[src/rtl/pct_pkg.sv]
package pct_pkg;
  typedef enum logic [3:0] {
    A_HSYNC  = 4'd0,
    A_VPER   = 4'd1,
    A_VLEN   = 4'd2,
    A_HWIN   = 4'd3,
    A_VFIRST = 4'd4,
    A_VLAST  = 4'd5,
    A_POL    = 4'd6,
    A_UFLOW  = 4'd7,
    A_BORDER = 4'd8,
    A_RUN    = 4'd9,
    A_CNTEN  = 4'd10,
    A_FOLLOW = 4'd11
  } cfg_addr_e;

  localparam int HI_LSB = 16;
  localparam logic [23:0] UFLOW_RST = 24'h0000FF;
endpackage

[src/rtl/pct_regs.sv]
module pct_regs
  import pct_pkg::*;
#(
  parameter int HCW = 12,
  parameter int FCW = 24,
  parameter int PXW = 24,
  parameter int DW  = 32
) (
  input  logic           clk,
  input  logic           rst_n,
  input  logic           we,
  input  logic [3:0]     addr,
  input  logic [DW-1:0]  wdata,
  input  logic           load,
  output logic [HCW-1:0] hper_a,
  output logic [HCW-1:0] hpw_a,
  output logic [FCW-1:0] vper_a,
  output logic [FCW-1:0] vlen_a,
  output logic [HCW-1:0] hfirst_a,
  output logic [HCW-1:0] hlast_a,
  output logic [FCW-1:0] vfirst_a,
  output logic [FCW-1:0] vlast_a,
  output logic [1:0]     pol_a,
  output logic [PXW-1:0] uflow_a,
  output logic [PXW-1:0] border_a,
  output logic           run_sh,
  output logic [1:0]     cnt_en,
  output logic           follow
);
  localparam int HHI = HI_LSB + HCW - 1;

  logic [HCW-1:0] hper_s, hpw_s, hfirst_s, hlast_s;
  logic [FCW-1:0] vper_s, vlen_s, vfirst_s, vlast_s;
  logic [1:0]     pol_s;
  logic [PXW-1:0] uflow_s, border_s;

  function automatic logic hit(input logic w, input logic [3:0] a, input cfg_addr_e t);
    return w && (a == t);
  endfunction

  // shadow set: one clock enable per register
  always_ff @(posedge clk or negedge rst_n) begin
    if (!rst_n) begin
      hper_s <= '0; hpw_s <= '0; vper_s <= '0; vlen_s <= '0;
      hfirst_s <= '0; hlast_s <= '0; vfirst_s <= '0; vlast_s <= '0;
      pol_s <= '0; uflow_s <= PXW'(UFLOW_RST); border_s <= '0;
      run_sh <= 1'b0; cnt_en <= '0; follow <= 1'b0;
    end else begin
      if (hit(we, addr, A_HSYNC)) begin
        hper_s <= wdata[HCW-1:0];
        hpw_s  <= wdata[HHI:HI_LSB];
      end
      if (hit(we, addr, A_VPER))   vper_s   <= wdata[FCW-1:0];
      if (hit(we, addr, A_VLEN))   vlen_s   <= wdata[FCW-1:0];
      if (hit(we, addr, A_HWIN)) begin
        hfirst_s <= wdata[HCW-1:0];
        hlast_s  <= wdata[HHI:HI_LSB];
      end
      if (hit(we, addr, A_VFIRST)) vfirst_s <= wdata[FCW-1:0];
      if (hit(we, addr, A_VLAST))  vlast_s  <= wdata[FCW-1:0];
      if (hit(we, addr, A_POL))    pol_s    <= wdata[1:0];
      if (hit(we, addr, A_UFLOW))  uflow_s  <= wdata[PXW-1:0];
      if (hit(we, addr, A_BORDER)) border_s <= wdata[PXW-1:0];
      if (hit(we, addr, A_RUN))    run_sh   <= wdata[0];
      if (hit(we, addr, A_CNTEN))  cnt_en   <= wdata[1:0];
      if (hit(we, addr, A_FOLLOW)) follow   <= wdata[0];
    end
  end

  // working set: copied at the frame boundary or while stopped
  always_ff @(posedge clk or negedge rst_n) begin
    if (!rst_n) begin
      hper_a <= '0; hpw_a <= '0; vper_a <= '0; vlen_a <= '0;
      hfirst_a <= '0; hlast_a <= '0; vfirst_a <= '0; vlast_a <= '0;
      pol_a <= '0; uflow_a <= PXW'(UFLOW_RST); border_a <= '0;
    end else if (load) begin
      hper_a <= hper_s; hpw_a <= hpw_s; vper_a <= vper_s; vlen_a <= vlen_s;
      hfirst_a <= hfirst_s; hlast_a <= hlast_s;
      vfirst_a <= vfirst_s; vlast_a <= vlast_s;
      pol_a <= pol_s; uflow_a <= uflow_s; border_a <= border_s;
    end
  end
endmodule

[src/rtl/pct_ctrl.sv]
module pct_ctrl #(
  parameter int HCW = 12,
  parameter int FCW = 24
) (
  input  logic           clk,
  input  logic           rst_n,
  input  logic           run_req,
  input  logic [HCW-1:0] hper_a,
  input  logic [FCW-1:0] vper_a,
  output logic           run,
  output logic [HCW-1:0] hpos,
  output logic [FCW-1:0] fpos,
  output logic           line_wrap,
  output logic           frame_end,
  output logic           load
);
  logic           run_n;
  logic [HCW-1:0] hpos_n;
  logic [FCW-1:0] fpos_n;

  assign frame_end = run && (fpos == vper_a - 1'b1);
  assign line_wrap = run && (hpos == hper_a - 1'b1);
  assign load      = !run || frame_end;

  always_comb begin
    run_n  = run;
    hpos_n = hpos;
    fpos_n = fpos;
    if (load) begin
      run_n  = run_req;
      hpos_n = '0;
      fpos_n = '0;
    end else begin
      fpos_n = fpos + 1'b1;
      hpos_n = line_wrap ? '0 : hpos + 1'b1;
    end
  end

  always_ff @(posedge clk or negedge rst_n) begin
    if (!rst_n) begin
      run  <= 1'b0;
      hpos <= '0;
      fpos <= '0;
    end else begin
      run  <= run_n;
      hpos <= hpos_n;
      fpos <= fpos_n;
    end
  end
endmodule

[src/rtl/pct_win.sv]
module pct_win #(
  parameter int HCW = 12,
  parameter int FCW = 24,
  parameter int PXW = 24
) (
  input  logic           run,
  input  logic [HCW-1:0] hpos,
  input  logic [FCW-1:0] fpos,
  input  logic [HCW-1:0] hpw_a,
  input  logic [FCW-1:0] vlen_a,
  input  logic [HCW-1:0] hfirst_a,
  input  logic [HCW-1:0] hlast_a,
  input  logic [FCW-1:0] vfirst_a,
  input  logic [FCW-1:0] vlast_a,
  input  logic [1:0]     pol_a,
  input  logic [PXW-1:0] uflow_a,
  input  logic [PXW-1:0] border_a,
  input  logic           pix_valid,
  input  logic [PXW-1:0] pix_in,
  output logic           hsync,
  output logic           vsync,
  output logic           de,
  output logic [PXW-1:0] pix_out
);
  logic hs_act, vs_act, in_h, in_v;

  always_comb begin
    hs_act = run && (hpos < hpw_a);
    vs_act = run && (fpos < vlen_a);
    in_h   = (hpos >= hfirst_a) && (hpos <= hlast_a);
    in_v   = (fpos >= vfirst_a) && (fpos <= vlast_a);
    de     = run && in_h && in_v;
    hsync  = hs_act ^ pol_a[0];
    vsync  = vs_act ^ pol_a[1];
    if (!de)            pix_out = border_a;
    else if (pix_valid) pix_out = pix_in;
    else                pix_out = uflow_a;
  end
endmodule

[src/rtl/pct_stats.sv]
module pct_stats #(
  parameter int LNW = 16,
  parameter int FRW = 32
) (
  input  logic           clk,
  input  logic           rst_n,
  input  logic           run,
  input  logic           line_wrap,
  input  logic           frame_end,
  input  logic [1:0]     cnt_en,
  output logic [LNW-1:0] line_cnt,
  output logic [FRW-1:0] frame_cnt
);
  logic [LNW-1:0] line_n;
  logic [FRW-1:0] frame_n;

  always_comb begin
    line_n  = line_cnt;
    frame_n = frame_cnt;
    if (frame_end) begin
      line_n = '0;
      if (cnt_en[0]) frame_n = frame_cnt + 1'b1;
    end else if (!run) begin
      line_n = '0;
    end else if (line_wrap && cnt_en[1]) begin
      line_n = line_cnt + 1'b1;
    end
  end

  always_ff @(posedge clk or negedge rst_n) begin
    if (!rst_n) begin
      line_cnt  <= '0;
      frame_cnt <= '0;
    end else begin
      line_cnt  <= line_n;
      frame_cnt <= frame_n;
    end
  end
endmodule

[src/rtl/pct_tgen.sv]
module pct_tgen #(
  parameter int HCW = 12,
  parameter int FCW = 24,
  parameter int PXW = 24,
  parameter int LNW = 16,
  parameter int FRW = 32,
  parameter int DW  = 32
) (
  input  logic           clk,
  input  logic           rst_n,
  input  logic           cfg_we,
  input  logic [3:0]     cfg_addr,
  input  logic [DW-1:0]  cfg_wdata,
  input  logic           mst_run_i,
  input  logic           pix_valid,
  input  logic [PXW-1:0] pix_in,
  output logic           hsync,
  output logic           vsync,
  output logic           de,
  output logic [PXW-1:0] pix_out,
  output logic [HCW-1:0] hpos,
  output logic [FCW-1:0] fpos,
  output logic [LNW-1:0] line_cnt,
  output logic [FRW-1:0] frame_cnt,
  output logic           run_o
);
  logic [HCW-1:0] hper_a, hpw_a, hfirst_a, hlast_a;
  logic [FCW-1:0] vper_a, vlen_a, vfirst_a, vlast_a;
  logic [1:0]     pol_a, cnt_en;
  logic [PXW-1:0] uflow_a, border_a;
  logic           run_sh, follow, run_req, line_wrap, frame_end, load;

  assign run_req = follow ? mst_run_i : run_sh;

  pct_regs #(.HCW(HCW), .FCW(FCW), .PXW(PXW), .DW(DW)) u_regs (
    .clk(clk), .rst_n(rst_n), .we(cfg_we), .addr(cfg_addr), .wdata(cfg_wdata),
    .load(load), .hper_a(hper_a), .hpw_a(hpw_a), .vper_a(vper_a),
    .vlen_a(vlen_a), .hfirst_a(hfirst_a), .hlast_a(hlast_a),
    .vfirst_a(vfirst_a), .vlast_a(vlast_a), .pol_a(pol_a),
    .uflow_a(uflow_a), .border_a(border_a), .run_sh(run_sh),
    .cnt_en(cnt_en), .follow(follow)
  );

  pct_ctrl #(.HCW(HCW), .FCW(FCW)) u_ctrl (
    .clk(clk), .rst_n(rst_n), .run_req(run_req), .hper_a(hper_a),
    .vper_a(vper_a), .run(run_o), .hpos(hpos), .fpos(fpos),
    .line_wrap(line_wrap), .frame_end(frame_end), .load(load)
  );

  pct_win #(.HCW(HCW), .FCW(FCW), .PXW(PXW)) u_win (
    .run(run_o), .hpos(hpos), .fpos(fpos), .hpw_a(hpw_a), .vlen_a(vlen_a),
    .hfirst_a(hfirst_a), .hlast_a(hlast_a), .vfirst_a(vfirst_a),
    .vlast_a(vlast_a), .pol_a(pol_a), .uflow_a(uflow_a),
    .border_a(border_a), .pix_valid(pix_valid), .pix_in(pix_in),
    .hsync(hsync), .vsync(vsync), .de(de), .pix_out(pix_out)
  );

  pct_stats #(.LNW(LNW), .FRW(FRW)) u_stats (
    .clk(clk), .rst_n(rst_n), .run(run_o), .line_wrap(line_wrap),
    .frame_end(frame_end), .cnt_en(cnt_en), .line_cnt(line_cnt),
    .frame_cnt(frame_cnt)
  );
endmodule

[config.mk]
export PLATFORM = sky130hd
export DESIGN_NAME = pct_tgen
export DESIGN_NICKNAME = d
export VERILOG_FILES = /design/src/rtl/pct_pkg.sv /design/src/rtl/pct_regs.sv /design/src/rtl/pct_ctrl.sv /design/src/rtl/pct_win.sv /design/src/rtl/pct_stats.sv /design/src/rtl/pct_tgen.sv
export SDC_FILE = /design/constraint.sdc
export NUM_CORES = 1
export LEC_CHECK = 0
export BUFFER_PORTS_ARGS = -buffer_cell sky130_fd_sc_hd__buf_2
export CORE_ASPECT_RATIO = 0.5
export CORE_MARGIN = 3
export CORE_UTILIZATION = 50
export CTS_BUF_LIST = sky130_fd_sc_hd__clkbuf_4 sky130_fd_sc_hd__clkbuf_8 sky130_fd_sc_hd__clkbuf_16
export CTS_CLUSTER_SIZE = 16
export DETAILED_ROUTE_END_ITERATION = 12
export PLACE_DENSITY = 0.72
export SETUP_SLACK_MARGIN = 0.5
export SYNTH_ARGS = -nofsm -noshare
export SYNTH_HDL_FRONTEND = slang
export SYNTH_SLANG_ARGS = --single-unit
[constraint.sdc]
create_clock -name clk -period 4.3 [get_ports clk]
set_input_delay 0.215 -clock clk [delete_from_list [all_inputs] [get_ports clk]]
set_output_delay 0.215 -clock clk [all_outputs]
set_load 0.05 [all_outputs]
Word level (Yosys, flattened, before mapping)
Cells that the tools add are included.

Input port bits: 65. Memory bits (read-only): 0. Memories kept: 0. Latch bits: 0. Bits in registers: 477. Bits in writable memories: 0.

Bitwise logic cells: 2. Add/subtract/negate cells: 6. Eq/ne operators: 14. Divide/modulo/power cells: 0. $mul: 0. Muxes and demuxes: 9. Shift-type cells: 0. Reduce and logical (&&, ||, !) cells: 25. $lt $le $gt $ge: 6.

Operator list (number): $mux W24 (3); $mux W16 (3); $add A32 B1 Y32 const B (1); $add A24 B1 Y24 const B (1); $eq A24 B24 Y1 (1); $ge A24 B24 Y1 (1); $le A24 B24 Y1 (1); $lt A24 B24 Y1 (1); $mux W12 (2); $sub A24 B1 Y24 const B (1); $logic_and A1 B1 Y1 (21); $add A16 B1 Y16 const B (1); $eq A4 B3 Y1 const B (4); $eq A4 B4 Y1 const B (4); $add A12 B1 Y12 const B (1); $eq A12 B12 Y1 (1); $ge A12 B12 Y1 (1); $le A12 B12 Y1 (1); $lt A12 B12 Y1 (1); $sub A12 B1 Y12 const B (1); $eq A4 B2 Y1 const B (2); $eq A4 B1 Y1 const B (1); $logic_not A4 Y1 (1); $ne A3 B2 Y1 const B (1); 5 further kinds (6).

Longest topological paths before layout
Depth after elaboration: 7. Depth in mapped cells: 13. Mapped depth without buffers: 10.

By module
Synthesis repeated with hierarchy kept, for this count alone.

Cells, all modules: 1863. Area, all modules: 23408.7 sq um.

By module, submodules not included: pct_regs (times used 1, cells each 846, area each 14716.6 sq um); pct_win (times used 1, cells each 426, area each 3323.2 sq um); pct_ctrl (times used 1, cells each 361, area each 2992.9 sq um); pct_stats (times used 1, cells each 229, area each 2361.0 sq um); pct_tgen (times used 1, cells each 1, area each 15.0 sq um).

Worst setup path before layout
Ideal clock, no wire load.

Path kind: flip-flop to output port. Start point: register u_ctrl.fpos[4]. End point: output pix_out[14]. Required time: 4.085 ns. Stages on the path, launching flop included: 11. Path slack: 0.080 ns. Arrival: 4.005 ns. Cells stage by stage: dfrtp_1 ha_1 or2_2 a21oi_1 a21oi_1 a211o_1 a211oi_1 o2bb2ai_1 a211oi_1 clkbuf_1 mux2_2.

Longest elaborated chain between the ends: 4. Elaborated cells between the ends (all ways): 5.

Ends and longest elaborated chain: start, declared (line pct_ctrl.sv:12) `output logic [FCW-1:0] fpos,`; start signal, assigned (line pct_ctrl.sv:47) `fpos <= fpos_n;`; $ge A24 B24 Y1 / $le A24 B24 Y1 (equally long branches) (line pct_win.sv:31) `in_v = (fpos >= vfirst_a) && (fpos <= vlast_a);`; $logic_and A1 B1 Y1 (*) (line pct_win.sv:31); $logic_and A1 B1 Y1 (*) (line pct_win.sv:32) `de = run && in_h && in_v;`; via de (line pct_tgen.sv:19) `output logic de,`; $mux W24 (*) (line pct_win.sv:35) `if (!de) pix_out = border_a;`; end, declared (line pct_tgen.sv:20) `output logic [PXW-1:0] pix_out,`.

The timed path passes the listed nets; every way through them passes the cells marked *.

Worst setup path after layout
Start point: register u_ctrl.fpos[2]. End point: output pix_out[12].

Longest elaborated chain between the ends: 4. Elaborated cells between the ends (all ways): 5.

Ends and longest elaborated chain (line): $ge A24 B24 Y1 / $le A24 B24 Y1 (equally long branches) (pct_win.sv:31); $logic_and A1 B1 Y1 (*) (pct_win.sv:31); $logic_and A1 B1 Y1 (*) (pct_win.sv:32); $mux W24 (*) (pct_win.sv:35).

Mark *: on every way between the ends. The rest lies on a longest branch, timed or not.

==> impl_metrics.json <==
{
  "synth_cell_types": 74,
  "p_per_area_nw_per_um2": 355,
  "rsz0062_at_grt": "true",
  "grt_max_degree": 122,
  "drive_above_1_share": 0.408,
  "final_common_cell": "dfrtp_1",
  "p_leak_uw": 0.0138,
  "dp_cells": 2644,
  "die_x_um": 315,
  "hp-class": "input pin to flip-flop",
  "wl_met3_mm": 2.70,
  "antenna_found_initial": 5,
  "io-pin-count": 177,
  "drt-total-wl_mm": 58.3,
  "synthArstFlopShare": 1.00,
  "largest_reg_flops": 32,
  "syn-num-nets": 2052,
  "drt_iter0_markers": 1090,
  "syn_avg_cell_area_um2": 12.8,
  "crit_required_ns": 4.09,
  "placed_area_um2": 25600,
  "wl_met2_mm": 26.2,
  "finalNetCount": 2272,
  "instances_no_fill": 2758,
  "wirelength_met1_mm": 27.6,
  "die_h_um": 161,
  "grt_pass1_wl_mm": 90.5,
  "outcome": "completed",
  "highest_layer": "met4",
  "synthesis.area_um2": 23900,
  "drc_errors": 0,
  "multiInputGateArea_um2": 11400,
  "cts_made_buffers": 43,
  "path_class": "flip-flop to output port",
  "fill_cells": 3610,
  "r2r_end": "u_regs.border_a[17]$_DFFE_PN0P_",
  "synthTopCellsByArea": "dfrtp_1 48%, mux2_2 15%, mux2_4 7.5%",
  "wire_per_inst_um": 21.1,
  "slew_viol_final": 0,
  "die-area_um2": 50700,
  "via_per_inst": 5.59,
  "yosysTopAreaCell": "dfrtp_1",
  "r2r_slack_ns": 0.61,
  "track_usage": 0.228,
  "synth_ff_type": "dfrtp_1",
  "hold_viol_final": 0,
  "fmax_mhz": 262,
  "clock_path_buffers": 3,
  "cts_tree": "yes",
  "place.gp.congestion": 0.857,
  "irDropWorstVdd_uv": 312,
  "ys_ff_latch": 477,
  "path_max_fanout": 6,
  "postLayoutCellArea_um2": 27900,
  "h-tree-depth": 2,
  "seq_area_um2": 12000,
  "skew_ns": 0.0193,
  "clkTransAtPathRegs_ns": 0.07,
  "cp-start-kind": "flip-flop",
  "ys_seq_area_frac": 0.499,
  "port_buffers": 172,
  "tns_ns": 0,
  "dr.pass1.iters": 7,
  "regMostFlops": "u_stats.frame_cnt",
  "antenna_left": 0,
  "period_needed_ns": 3.81,
  "fin_crit_sh": 0.887,
  "cp.arrival_ns": 3.60,
  "start_util": 0.518,
  "synth-edff-count": 0,
  "clock-sinks": 477,
  "min_delay_path_depth": 2,
  "clk_latency_ns": 0.56,
  "gr-total-overflow": 0,
  "finalSetupViolations": 0,
  "synthToLayoutAreaGrowth_pct": 16.7,
  "maxCapViolCount": 0,
  "fp.coreArea_um2": 46200,
  "final_cell_mix": "450 x dfrtp_1, 302 x mux2_2, 146 x buf_2, 133 x mux2_4, 116 x inv_1",
  "hold_start": "cfg_wdata[14]",
  "dp_hpwl_mm": 38.4,
  "synth_cells": 1875,
  "min_to": "u_regs.border_s[14]$_DFFE_PN0P_",
  "tightest_slew_ns": 0.853,
  "endpoint_kind": "output port",
  "yosys.area.top_type_share": 0.482,
  "grt_pass1_vias": 15443,
  "r2r_cells": 12,
  "slew_headroom": 0.430,
  "cts_root_buf": "clkbuf_16",
  "r2r_start": "u_regs.vper_a[0]$_DFFE_PN0P_",
  "vias": 15420,
  "yosys_warnings": 0,
  "rows": 55
}
-- area by class of cell --
cell class	count	share of cell area
inverters	119	0.0160
clock inverters	20	0.00806
well taps	627	0.0281
diodes	1	0.0000896
flip-flops and latches	477	0.429
multi-input cells	1202	0.408
clock buffers	60	0.0462
repair buffers	252	0.0647
-- worst max-delay path: stages (launching register included) --
cell and delay (ns):
dfrtp_1 0.40, buf_4 0.14, ha_1 0.30, a21o_1 0.18
a31oi_1 0.21, o21ai_2 0.12, a31oi_4 0.33, o41ai_4 0.13
a21oi_4 0.25, a211oi_4 0.05, buf_6 0.17, buf_12 0.13
buf_16 0.14, mux2_4 0.31, buf_8 0.15
-- how the worst max path moves through the flow --
stage,from,to,slack (ns),cells after the start
floorplan,u_ctrl.fpos[4]$_DFF_PN0_,pix_out[14],0.59,10
finish,u_ctrl.fpos[2]$_DFF_PN0_,pix_out[12],0.49,14
CTS,u_ctrl.fpos[4]$_DFF_PN0_,pix_out[13],0.47,12
detailed placement,u_regs.vper_a[0]$_DFFE_PN0P_,u_stats.frame_cnt[4]$_DFFE_PN0P_,0.33,11
global route,u_ctrl.fpos[2]$_DFF_PN0_,pix_out[12],0.41,14
global placement,u_regs.vper_a[0]$_DFFE_PN0P_,u_stats.frame_cnt[27]$_DFFE_PN0P_,0.51,10
-- cell families (layout without fill, tap and decap cells) --
logic type,count (synthesis),after routing,synth area share
AOI/OAI and AO/OA,149,149,0.0427
DFF,477,477,0.499
muxes,445,445,0.228
adders and majority gates,112,112,0.0585
and+or+nand+nor,386,387,0.0935
other,0,1,0
buffers and inverters,197,451,0.0376
xor gates and xnor gates,109,109,0.0402
-- repair_timing --
item | 4_1_cts | 5_1_grt
setup endpoints to repair | 137 | 194
cloned | 2 | 1
pin swaps | 11 | 19
resized for setup | 86 | 30
buffers inserted | 8 | 15
hold buffers | 7 | 0
hold endpoints to repair | 99 | 0
-- power breakdown --
group          internal (µW)  total [µW]  switching [µW]
clock network           2360        4110            1750
logic                    378         662             284
registers               4930        5150             221
-- routing by layer --
metal / vias to the layer above / global-route usage
li1: 7116 / -
met1: 7912 / 0.332
met2: 303 / 0.352
met3: 89 / 0.0364
met4: 0 / 0.0689
met5: - / 0
-- synthesized netlist by cell type, drive strengths merged, types with 3 or more instances --
master   number
nand2        50
nand3b        6
o41ai         4
and3         25
a21o         17
o21ai        24
nand4        40
buf          38
a211oi       12
or4b          3
a21oi        39
inv         119
nand3        39
or3          10
a31oi         4
nor3b         4
xnor2        35
dfrtp       461
o31ai         3
and2          5
xor2         74
o31a          4
mux2i         3
clkbuf       40
and4          5
a2111oi       6
ha          112
nand4b        4
o21a          9
or4           4
o21bai        3
nor3         30
or2           9
nor2         92
nor4b         9
dfstp        16
nor4         22
nor2b         6
nand2b       18
mux2        442
-- stage by stage --
stage | hold slack (ns) | power [µW] | util | worst slack (ns)
after CTS | 0.00242 | 10000 | 0.599 | 0.472
after global placement | 0.313 | 5840 | 0.555 | 0.509
after detailed placement | 0.318 | 5900 | 0.555 | 0.330
final | 0.0227 | 9920 | 0.604 | 0.486
after global routing | 0.0202 | 10300 | 0.604 | 0.411
after floorplan | -0.0806 | 5590 | - | 0.588
No activity file was read; power rests on OpenSTA's default activity.
